**config.mk**
```make
export PLATFORM = sky130hd
export DESIGN_NAME = rxq_buffer
export DESIGN_NICKNAME = d
export VERILOG_FILES = /design/src/rtl/rxq_pkg.sv /design/src/rtl/rxq_ovr.sv /design/src/rtl/rxq_hold.sv /design/src/rtl/rxq_fifo.sv /design/src/rtl/rxq_buffer.sv
export SDC_FILE = /design/constraint.sdc
export NUM_CORES = 1
export LEC_CHECK = 0
export BUFFER_PORTS_ARGS = -buffer_cell sky130_fd_sc_hd__buf_4
export CAP_MARGIN = 25
export CORE_UTILIZATION = 49
export DETAILED_ROUTE_END_ITERATION = 10
export GPL_TIMING_DRIVEN = 0
export PLACE_DENSITY = 0.73
export SYNTH_ARGS = -nofsm -noshare
export SYNTH_HDL_FRONTEND = slang
export SYNTH_SLANG_ARGS = --single-unit
```
**constraint.sdc**
```tcl
create_clock -name clk -period 1.8 [get_ports clk]
set_input_delay 0 -clock clk [delete_from_list [all_inputs] [get_ports clk]]
set_output_delay 0 -clock clk [all_outputs]
set_load 0.1 [all_outputs]
```
**src/rtl/rxq_pkg.sv**
```systemverilog
package rxq_pkg;

    localparam int DATA_W = 8;

    typedef struct packed {
        logic [DATA_W-1:0] data;
        logic              bit9;
        logic              frm_err;
        logic              ovr;
        logic              par_err;
    } rxq_entry_t;

    localparam int ENTRY_W = $bits(rxq_entry_t);

    function automatic rxq_entry_t rxq_make(
        input logic [DATA_W-1:0] d,
        input logic              b9,
        input logic              fe,
        input logic              ov,
        input logic              pe
    );
        rxq_entry_t e;
        e.data    = d;
        e.bit9    = b9;
        e.frm_err = fe;
        e.ovr     = ov;
        e.par_err = pe;
        return e;
    endfunction

endpackage

```
**src/rtl/rxq_ovr.sv**
```systemverilog
module rxq_ovr (
    input  logic clk,
    input  logic rst,
    input  logic rx_en,
    input  logic start_det,
    input  logic fifo_full,
    input  logic hold_vld,
    input  logic take,
    output logic ovr_hit,
    output logic ovr_pend
);

    assign ovr_hit = start_det && fifo_full && hold_vld && !take;

    always_ff @(posedge clk) begin
        if (rst || !rx_en) begin
            ovr_pend <= 1'b0;
        end else if (ovr_hit) begin
            ovr_pend <= 1'b1;
        end else if (take) begin
            ovr_pend <= 1'b0;
        end
    end

    AST_OVR_MARKED: assert property (@(posedge clk) disable iff (rst)
        (ovr_hit && rx_en) |=> ovr_pend) else $error("overrun not marked");

    AST_OVR_CLEARED: assert property (@(posedge clk) disable iff (rst)
        (take && !ovr_hit) |=> !ovr_pend) else $error("overrun not cleared");

endmodule

```
**src/rtl/rxq_hold.sv**
```systemverilog
module rxq_hold
    import rxq_pkg::*;
(
    input  logic       clk,
    input  logic       rst,
    input  logic       rx_en,
    input  logic       wr_valid,
    input  rxq_entry_t wr_entry,
    input  logic       take,
    input  logic       drop,
    input  logic       ovr_pend,
    output logic       hold_vld,
    output rxq_entry_t hold_entry
);

    rxq_entry_t held_q;

    always_ff @(posedge clk) begin
        if (rst || !rx_en) begin
            hold_vld <= 1'b0;
            held_q   <= '0;
        end else if (wr_valid) begin
            hold_vld <= 1'b1;
            held_q   <= wr_entry;
        end else if (take || drop) begin
            hold_vld <= 1'b0;
        end
    end

    always_comb begin
        hold_entry     = held_q;
        hold_entry.ovr = ovr_pend;
    end

    AST_DROP_LOSES: assert property (@(posedge clk) disable iff (rst)
        (drop && !wr_valid) |=> !hold_vld) else $error("held frame kept after overrun");

    AST_DISABLED_EMPTY: assert property (@(posedge clk) disable iff (rst)
        !rx_en |=> !hold_vld) else $error("hold stage not flushed");

endmodule

```
**src/rtl/rxq_fifo.sv**
```systemverilog
module rxq_fifo
    import rxq_pkg::*;
#(
    parameter int DEPTH = 2
) (
    input  logic       clk,
    input  logic       rst,
    input  logic       flush,
    input  logic       push,
    input  rxq_entry_t push_entry,
    input  logic       pop,
    output rxq_entry_t head,
    output logic       empty,
    output logic       full
);

    localparam int PTR_W = (DEPTH > 1) ? $clog2(DEPTH) : 1;
    localparam int CNT_W = $clog2(DEPTH + 1);
    localparam logic [PTR_W-1:0] LAST = PTR_W'(DEPTH - 1);
    localparam logic [CNT_W-1:0] FULL_CNT = CNT_W'(DEPTH);

    rxq_entry_t       slots [DEPTH];
    logic [PTR_W-1:0] wptr, rptr;
    logic [CNT_W-1:0] count;
    logic             pop_ok, push_ok;

    assign empty   = (count == '0);
    assign full    = (count == FULL_CNT);
    assign pop_ok  = pop && !empty;
    assign push_ok = push && (!full || pop_ok);
    assign head    = slots[rptr];

    function automatic logic [PTR_W-1:0] bump(input logic [PTR_W-1:0] p);
        return (p == LAST) ? '0 : p + 1'b1;
    endfunction

    always_ff @(posedge clk) begin
        if (rst || flush) begin
            wptr  <= '0;
            rptr  <= '0;
            count <= '0;
        end else begin
            if (push_ok) wptr <= bump(wptr);
            if (pop_ok)  rptr <= bump(rptr);
            case ({push_ok, pop_ok})
                2'b10:   count <= count + 1'b1;
                2'b01:   count <= count - 1'b1;
                default: count <= count;
            endcase
        end
    end

    for (genvar i = 0; i < DEPTH; i++) begin : g_slot
        always_ff @(posedge clk) begin
            if (rst) begin
                slots[i] <= '0;
            end else if (push_ok && !flush && (wptr == PTR_W'(i))) begin
                slots[i] <= push_entry;
            end
        end
    end

    AST_NO_OVERFLOW: assert property (@(posedge clk) disable iff (rst)
        !(push && full && !pop)) else $error("push into full queue");

    AST_SWAP_KEEPS_FULL: assert property (@(posedge clk) disable iff (rst)
        (push && pop && full && !flush) |=> full) else $error("full lost on swap");

    AST_EMPTY_POP_IDLE: assert property (@(posedge clk) disable iff (rst)
        (empty && pop && !push && !flush) |=> empty) else $error("pop on empty moved state");

endmodule

```
**src/rtl/rxq_buffer.sv**
```systemverilog
module rxq_buffer
    import rxq_pkg::*;
#(
    parameter int DEPTH = 2
) (
    input  logic              clk,
    input  logic              rst,
    input  logic              rx_en,
    input  logic              irq_en,
    input  logic              wr_valid,
    input  logic [DATA_W-1:0] wr_data,
    input  logic              wr_bit9,
    input  logic              wr_frm_err,
    input  logic              wr_par_err,
    input  logic              start_det,
    input  logic              rd_pop,
    output logic [DATA_W-1:0] rd_data,
    output logic              rd_bit9,
    output logic              rd_frm_err,
    output logic              rd_ovr,
    output logic              rd_par_err,
    output logic              data_avail,
    output logic              irq
);

    rxq_entry_t wr_entry, hold_entry, head, shown;
    logic       hold_vld, fifo_empty, fifo_full;
    logic       pop_eff, take, ovr_hit, ovr_pend;

    assign wr_entry = rxq_make(wr_data, wr_bit9, wr_frm_err, 1'b0, wr_par_err);
    assign pop_eff  = rd_pop && !fifo_empty && rx_en;
    assign take     = rx_en && hold_vld && (!fifo_full || pop_eff);

    rxq_ovr u_ovr (
        .clk       (clk),
        .rst       (rst),
        .rx_en     (rx_en),
        .start_det (start_det),
        .fifo_full (fifo_full),
        .hold_vld  (hold_vld),
        .take      (take),
        .ovr_hit   (ovr_hit),
        .ovr_pend  (ovr_pend)
    );

    rxq_hold u_hold (
        .clk        (clk),
        .rst        (rst),
        .rx_en      (rx_en),
        .wr_valid   (wr_valid),
        .wr_entry   (wr_entry),
        .take       (take),
        .drop       (ovr_hit),
        .ovr_pend   (ovr_pend),
        .hold_vld   (hold_vld),
        .hold_entry (hold_entry)
    );

    rxq_fifo #(.DEPTH(DEPTH)) u_fifo (
        .clk        (clk),
        .rst        (rst),
        .flush      (!rx_en),
        .push       (take),
        .push_entry (hold_entry),
        .pop        (pop_eff),
        .head       (head),
        .empty      (fifo_empty),
        .full       (fifo_full)
    );

    assign shown      = fifo_empty ? '0 : head;
    assign rd_data    = shown.data;
    assign rd_bit9    = shown.bit9;
    assign rd_frm_err = shown.frm_err;
    assign rd_ovr     = shown.ovr;
    assign rd_par_err = shown.par_err;
    assign data_avail = !fifo_empty;
    assign irq        = data_avail && irq_en;

    AST_FLUSH_DROPS: assert property (@(posedge clk) disable iff (rst)
        !rx_en |=> !data_avail) else $error("queue survived disable");

    AST_AVAIL_FROM_HOLD: assert property (@(posedge clk) disable iff (rst)
        $rose(data_avail) |-> $past(hold_vld)) else $error("data appeared from nowhere");

    AST_EMPTY_ZERO: assert property (@(posedge clk) disable iff (rst)
        !data_avail |-> (rd_data == '0 && !rd_ovr && !rd_frm_err && !rd_par_err && !rd_bit9))
        else $error("empty head not zero");

    AST_IRQ_NEEDS_DATA: assert property (@(posedge clk) disable iff (rst)
        irq |-> (data_avail && irq_en)) else $error("irq without data");

endmodule

```
* Word-level counts from Yosys, hierarchy flattened *
Memories as Yosys holds them, arrays and structs flattened. A register that Yosys moved wholly into a read port is not among the register bits.
Cells that the tools add are included.

cells by class
  equality and inequality tests = 3
  add/subtract/negate cells = 4
  bitwise operators = 3
  reductions and logical operators = 25
  muxes and demuxes = 20

operators with widths
  kind                                                                 count
  12-bit 2-to-1 mux                                                    3
  1-bit 2-to-1 mux                                                     16
  1-bit logical AND                                                    13
  2-bit nonzero test                                                   3
  2-bit == test (second input constant)                                2
  1-bit logical NOT                                                    4
  1-bit logical OR                                                     4
  2-bit one-hot mux with 2 select lines                                1
  1-bit adder (second input constant)                                  2
  2-bit by 1-bit adder with 2-bit output (second input constant)       1
  2-bit by 1-bit == test with 1-bit output (second input constant)     1
  2-bit logical NOT                                                    1
  1-bit OR                                                             2
  2-bit by 1-bit subtractor with 2-bit output (second input constant)  1
  1-bit inverter                                                       1

storage, ports and cells
  logic and storage cells = 65
  bits in writable memories = 24
  memories = 1
  output and inout bits = 14
  flip-flop bits (word level) = 17

memory list
  name          depth  width  read ports  clocked after Yosys merged registers in  write ports  RTL line        text
  u_fifo.slots  2      12     1           1                                        2            rxq_fifo.sv:22  rxq_entry_t slots [DEPTH];

* Depth between registers and ports, before layout *
Gate-level depths: netlist of the first run.

  depth in word-level cells = 13
  mapped depth = 8
  mapped depth without buffers = 7

* Modules after synthesis *
Synthesis of the first run repeated with hierarchy kept, for this count alone.

unflattened totals
  cells, all modules = 177
  area, all modules = 2,011.9 µm²

by module, submodules not included
  module      cells an instance  times used  area an instance (µm²)
  rxq_fifo    110                1           1,361.3
  rxq_hold    41                 1           439.2
  rxq_buffer  21                 1           161.4
  rxq_ovr     5                  1           50.0

* Worst setup path before layout of the first run *
No wires, ideal clock.

  path type = register -> register
  from = register u_fifo.count[0]
  to = register u_fifo.count[1]
  path slack = -0.381 ns
  period minus slack after synthesis = 2.181 ns
  path buffers = 1
  stages on the path, launching flop included = 8
  data arrival time = 2.111 ns
  cell sequence = dfxtp_1 > buf_6 > nor2_1 > inv_1 > and3_1 > ha_1 > or3_1 > a21oi_1

on the way
  longest elaborated chain between the ends = 9
  elaborated cells between the ends (all ways) = 17
  those cells by class = add/sub (2); eq/ne (3); mux (1); reduce/logical (11)

ends and longest elaborated chain
  what                                                                                RTL line          text
  start: declaration                                                                  rxq_fifo.sv:24    logic [CNT_W-1:0] count;
  start signal: assignment                                                            rxq_fifo.sv:46    2'b10: count <= count + 1'b1;
  start signal: assignment                                                            rxq_fifo.sv:47    2'b01: count <= count - 1'b1;
  start signal: assignment                                                            rxq_fifo.sv:48    default: count <= count;
  2-bit logical NOT (*)                                                               rxq_fifo.sv:27    assign empty = (count == '0);
  1-bit logical NOT (*)                                                               -
  via data_avail                                                                      rxq_buffer.sv:22  output logic data_avail,
  1-bit logical AND (2 in a row)                                                      rxq_buffer.sv:31  assign pop_eff = rd_pop && !fifo_empty && rx_en;
  1-bit logical AND (*)                                                               rxq_fifo.sv:29    assign pop_ok = pop && !empty;
  via u_fifo.pop_ok                                                                   rxq_fifo.sv:25    logic pop_ok, push_ok;
  1-bit logical OR                                                                    rxq_fifo.sv:30    assign push_ok = push && (!full || pop_ok);
  1-bit logical AND                                                                   rxq_fifo.sv:30
  2-bit by 1-bit == test with 1-bit output / 2-bit == test (equally long branches)    rxq_fifo.sv:45    case ({push_ok, pop_ok})
  2-bit one-hot mux with 2 select lines / 2-bit nonzero test (equally long branches)  -

Mark *: on every way through the listed nets, which the timed path passes. The rest lies on a longest branch.
A chain may end at the register's enable or synchronous reset.

* Worst setup path in the final report of the first run *
  from = register u_fifo.count[0]
  to = register u_fifo.count[1]

on the way
  longest elaborated chain between the ends = 9
  elaborated cells between the ends (all ways) = 17
  those cells by class = add/sub (2); eq/ne (3); mux (1); reduce/logical (11)

ends and longest elaborated chain
  what                                                                                RTL line
  2-bit logical NOT                                                                   rxq_fifo.sv:27
  1-bit logical NOT                                                                   rxq_fifo.sv:29, rxq_buffer.sv:31
  1-bit logical AND (2 in a row)                                                      rxq_buffer.sv:31
  1-bit logical OR / 1-bit logical AND (equally long branches)                        rxq_buffer.sv:32, rxq_fifo.sv:29
  1-bit logical AND / 1-bit logical OR (equally long branches)                        rxq_buffer.sv:32, rxq_fifo.sv:30
  1-bit logical AND                                                                   rxq_fifo.sv:30
  2-bit by 1-bit == test with 1-bit output / 2-bit == test (equally long branches)    rxq_fifo.sv:45
  2-bit one-hot mux with 2 select lines / 2-bit nonzero test (equally long branches)  -

Several ways; a longest one is shown, not always the timed one.

==> results of run 1 <==
-- tightest hold or removal path, delay by kind of cell --
family          cells  cell delay [ps]
buf+inv             1              120
compound gates      1               50
simple gates        2              190
-- registers in the layout (all words and copies together), names as in the netlist, named ones only --
signal             count
u_fifo.slots          24
u_hold.hold_entry     11
u_fifo.count           2
u_fifo.rptr            1
u_fifo.wptr            1
u_hold.hold_vld        1
u_ovr.ovr_pend         1
-- power breakdown --
part           internal [uW]  total [uW]  switching (uW)
clock network            500         819             320
registers               1050        1060            14.5
logic                   85.9         180            94.5
total                   1630        2060             429
-- final timing paths --
check | from | slack [ps] | cells past startpoint | endpoint
setup / recovery | u_fifo.count[0] | 50 | 7 | u_fifo.count[1]
setup reg to reg | u_fifo.count[0] | 50 | 7 | u_fifo.count[1]
hold reg to reg | u_hold.hold_entry[10] | 500 | 2 | u_hold.hold_entry[10]
hold / removal | rx_en | 110 | 4 | u_fifo.wptr
-- synth_stat cells --
library cell,instances
o21bai_1,2
nand2b_1,1
inv_1,3
ha_1,1
nor2_1,27
a21oi_1,1
a31oi_1,1
clkbuf_2,1
buf_6,1
or3_1,1
or3b_1,1
o21ai_0,2
buf_4,2
buf_2,2
mux2i_1,23
nor2b_1,2
nor4_2,1
nand2_1,3
dfxtp_1,18
a21o_1,1
a211o_1,1
edfxtp_1,24
nor3_2,2
xnor2_1,1
o21ai_1,1
clkbuf_1,2
nor3b_2,1
and3_1,1
and3_4,1
xor2_1,2
and2_1,25
-- final cells by class --
| cell class | instances | area share |
|---|---|---|
| repair buffers | 48 | 0.161 |
| well taps | 46 | 0.0233 |
| clock buffers | 6 | 0.0380 |
| inverters | 3 | 0.00710 |
| multi-input cells | 102 | 0.300 |
| clock inverters | 2 | 0.0157 |
| plain buffers | 7 | 0.0157 |
| flip-flops and latches | 42 | 0.439 |
-- kinds of logic after synthesis --
logic type                 count (synthesis)  synth area share
buffers and inverters                     11            0.0328
muxes                                     23             0.126
DFF                                       42             0.590
adders and majority gates                  1           0.00682
and+or+nand+nor                           66             0.199
AOI/OAI and AO/OA                          9            0.0314
xor gates and xnor gates                   3            0.0143
-- metrics by stage --
| step | total power [uW] | utilization | TNS [ps] | setup slack (ps) |
|---|---|---|---|---|
| 2_1_floorplan | 1170 | - | -1010 | -260 |
| 3_3_place_gp | 1230 | 0.626 | -4520 | -372 |
| 3_5_place_dp | 1230 | 0.628 | -1320 | -176 |
| 4_1_cts | 2070 | 0.712 | 0 | 35.6 |
| 5_1_grt | 2120 | 0.712 | 0 | 1.68 |
| 6_report | 2060 | 0.712 | 0 | 51.9 |
-- timing repair --
action,in CTS,in global routing
hold buffers,15,0
endpoints found under the setup margin,18,0
setup buffers,1,0
endpoints found under the hold margin,13,0
resized for setup,6,0
-- routing by layer --
metal / track usage / up-vias / share of wire
met4: 0.0872 / 0 / 0.025
met1: 0.204 / 570 / 0.43
li1: - / 635 / -
met3: 0.0598 / 9 / 0.042
met2: 0.327 / 30 / 0.50
met5: 0 / - / 0
==> run metrics, run 1 <==
effective utilization at floorplan 0.528; most frequent cells in the layout buf_4, and2_1, edfxtp_1; Worst Path Max Fanout 7; startpoint class of the critical path register; Buf/Inv on CP 1; DRC violations left 0; unrepaired setup endpoints after global routing false; peak supply drop 0.702 mV; final period utilization 0.971; Post-DP HPWL 2.17 mm; most common cell after layout, fill and taps aside buf_4; routed vias/inst 4.86; Yosys top cell by area edfxtp_1; FF/Latch Area 1080 um^2; worst slew pin tran 539 ps; row cnt 21; fin area between 2000 and 2500 um^2; die span in y 63.2 um; Finished Layout Cells 256; clk buf depth 2; Synth Instances 155; CP peak stage delay 380 ps; area grow syn2layout 34.7%; core area 3470 um^2; DRT iter0 DRCs 23; synth top area cells edfxtp_1, dfxtp_1, mux2i_1; Warnings, synthesis 0; CTS tree done; Die ar. 3990 um^2; status completed; final worst path period need 1750 ps; WL final 3.26 mm; WP data required between 2000 and 2500 ps; TritonCTS Buffers 5; Detailed Routing Iterations Pass 1 4; number of antenna diodes 0; Yosys top cell area share 0.393; global-route wire length before repair 5.53 mm; gr usage total 0.187; number of library cell types mapped by synthesis 31; # IOs 32; vias ~1.2k; max-cap violations 0; synthesized net count 174; CP Capture Type register; Setup CP Type reg -> reg; Seq/Total Area, Yosys 0.590; total gr overflow 0; Root Buffer clkbuf_8; Nets roughly 230; Cells after DPL 233; hold slack final roughly 110 ps; Worst-Skew Late Latency 290 ps; post-synthesis instance area 1830 um^2; I/O Buffers 31; crit path cell chain or3b_1 > and3_4 > inv_4 > ha_4 > xnor2_1 > or3_1 > a21oi_1; Worst Hold Class in -> reg; multi-input logic area between 700 and 800 um^2; initial antenna violation count 0; Crit path max-delay family simple AND/OR/NAND/NOR gates; final setup violation count 0; power density over cell area 834 nW/um^2; H-tree depth 2; Final Hold Viols 0; largest net degree at the start of global routing 15; Crit-path slowest cell dfxtp_2; highest clock rate ~570 MHz; LEAKAGE between 0.0009 and 0.001 uW; Max Slew Vio Count 0; WL per Instance 12.8 um; Worst Path Arrival 1980 ps; vias in the first global route 1195; layout filler cell count 265; Slew headroom 0.641; #FFs+latches synth 42; Sink Count 42; Cell Area, Placed about 2200 um^2; Placer Congestion between 0.7 and 0.8; Synth Area per Inst between 10 and 15 um^2; clock-pin slew on the worst setup and hold paths 80 ps; Die W 63.2 um; clock skew 5.81 ps; share of cells above drive strength 1 0.324; Post-DRT Antenna Nets 0
No activity file was read; power rests on OpenSTA's default activity.
==> inputs of run 2 (changes only) <==
Settings changed: ABC_AREA set to 1.
==> run metrics, run 2 <==
status completed; synth top area cells edfxtp_1, dfxtp_1, nand2_1; Detailed Routing Iterations Pass 1 4; global-route wire length before repair ~6.1 mm; Yosys top cell area share 0.395; die span in y roughly 63 um; # IOs 32; routed vias/inst about 4.7; Nets 267; setup bufs post-CTS 0; Yosys top cell by area edfxtp_1; highest clock rate 627 MHz; area grow syn2layout 28.0%; Max Slew Vio Count 0; Placer Congestion 0.749; Synth Instances 200; Post-DRT Antenna Nets 0; effective utilization at floorplan 0.530; power density over cell area roughly 850 nW/um^2; Warnings, synthesis 0; max-cap violations 0; peak supply drop 0.623 mV; DRC violations left 0; clock-pin slew on the worst setup and hold paths 70 ps; DRT iter0 DRCs 45; final period utilization 0.886; total chip power 1980 uW; #FFs+latches synth 42; startpoint class of the critical path register; Critical Path Start u_fifo.count[1]; cell with the most instances after synthesis nand2_1; Core Util, Final 0.678; largest net degree at the start of global routing 14; layout filler cell count 301; ys async rst share 0; fin area 2330 um^2; CP Capture Type primary output; vias 1398; most frequent cells in the layout nand2_1, nor2_1, buf_4; total gr overflow 0; WL final approximately 3.5 mm; WP data required 1800 ps; Worst Hold Class in -> reg; number of library cell types mapped by synthesis 21; Post-DP HPWL around 2.3 mm; final setup violation count 0; number of antenna diodes 0; Worst-Skew Late Latency about 290 ps; Final Hold Viols 0; Seq/Total Area, Yosys 0.593; final worst path period need 1600 ps; hold slack final 6.89 ps; Worst Reg2Reg Path Length in Cells 4; gr usage total 0.211; Cells after DPL 277; clock skew 8.72 ps; share of cells above drive strength 1 0.225; Slew headroom 0.590; H-tree depth 2; synthesized net count 219; I/O Buffers 31; CP Capture Point rd_par_err; R2R Setup Slk 220 ps; Worst Path Max Fanout 10; clk buf depth 2; Die ar. 3970 um^2; Finished Layout Cells around 300; Root Buffer clkbuf_8; most flop-heavy register u_fifo.slots; max reg flops 24; vias in the first global route 1348; Sink Count 42; unrepaired setup endpoints after global routing false; Post-synth top cells nand2_1, nor2_1, a21oi_1; Cell Area, Placed 2110 um^2; row cnt 21; Worst Path Arrival 1600 ps; core area 3440 um^2; Crit Reg-Reg Endpoint u_fifo.slots[0][11]; Synth Area per Inst around 9 um^2; worst slew pin tran just over 600 ps; post-synthesis instance area roughly 1800 um^2; most common cell after layout, fill and taps aside nand2_1; reg2reg start u_fifo.count[0]; TritonCTS Buffers 5; Post-synth top flop edfxtp_1; CTS tree done; Die W 63.0 um; initial antenna violation count 0; Setup CP Type reg -> out; Post-synth EDFFs 24; LEAKAGE 0.000921 uW; WL per Instance 12.0 um
-- run 2: cell count changes in the layout (fill, tap and decap cells not counted), moves of 3 or more --
| cell | before | now |
|---|---|---|
| dlygate4sd3_1 | 15 | 10 |
| inv_2 | 0 | 3 |
| a21oi_1 | 1 | 25 |
| buf_4 | 35 | 32 |
| inv_1 | 1 | 23 |
| nor2_1 | 18 | 36 |
| nor2_2 | 8 | 2 |
| and2_1 | 25 | 0 |
| o21ai_1 | 1 | 8 |
| nand2_1 | 3 | 38 |
| nand3_1 | 0 | 3 |
| mux2i_1 | 23 | 0 |
-- run 2: worst min path at each step --
stage / startpoint / endpoint / slack [ps] / cells past startpoint
6_report: wr_bit9 / u_hold.hold_entry[3] / 7 / 3
3_3_place_gp: wr_valid / u_hold.hold_vld / 230 / 3
2_1_floorplan: wr_valid / u_hold.hold_vld / 110 / 2
4_1_cts: wr_bit9 / u_hold.hold_entry[3] / 5 / 3
5_1_grt: rst / u_hold.hold_entry[9] / 30 / 4
3_5_place_dp: wr_valid / u_hold.hold_vld / 220 / 3
-- run 2: kinds of logic (layout without fill, tap and decap cells) --
family | after synthesis | after routing | synth area share
AOI/OAI and AO/OA | 38 | 38 | 0.104
adders and majority gates | 1 | 1 | 0.00686
buffers and inverters | 34 | 83 | 0.0830
DFF | 42 | 42 | 0.593
and+or+nand+nor | 85 | 85 | 0.213
-- run 2: area by class of cell --
cell class / count / area, um^2 / share of cell area
Clock inverter: 1 / 30.0 / 0.0129
Inverter: 26 / 97.6 / 0.0418
Sequential cell: 42 / 1080 / 0.463
Tap cell: 46 / 57.6 / 0.0247
Buffer: 8 / 53.8 / 0.0230
Multi-Input combinational cell: 124 / 596 / 0.255
Timing Repair Buffer: 41 / 333 / 0.143
Clock buffer: 7 / 86.3 / 0.0370
-- run 2: metrics by stage --
step	setup slack [ps]	setup TNS [ps]
3_3_place_gp	-101	-1200
6_report	205	0
5_1_grt	74.3	0
4_1_cts	194	0
3_5_place_dp	-114	-1370
2_1_floorplan	-356	-3990
-- run 2: critical path: stages (launching register included) --
cell	delay (ps)
dfxtp_1	480
nor2_2	130
buf_2	210
a21oi_1	170
buf_4	320
-- run 2: metal layers --
metal	part of all wire	track usage	vias to the layer above
met4	0.024	0.122	0
met2	0.48	0.336	40
met3	0.055	0.0529	8
li1	-	-	743
met1	0.45	0.259	607
met5	0	0	-
-- run 2: power by group --
group          leakage, uW  switching [uW]  internal, uW
clock            0.0000585             300           452
combinational     0.000468             101          66.5
sequential        0.000395            10.6          1050
total             0.000921             412          1570
-- run 2: timing repair --
action | 4_1_cts | 5_1_grt
endpoints found under the hold margin | 10 | 0
resized for setup | 1 | 0
setup endpoints to repair | 12 | 0
hold buffers | 10 | 0
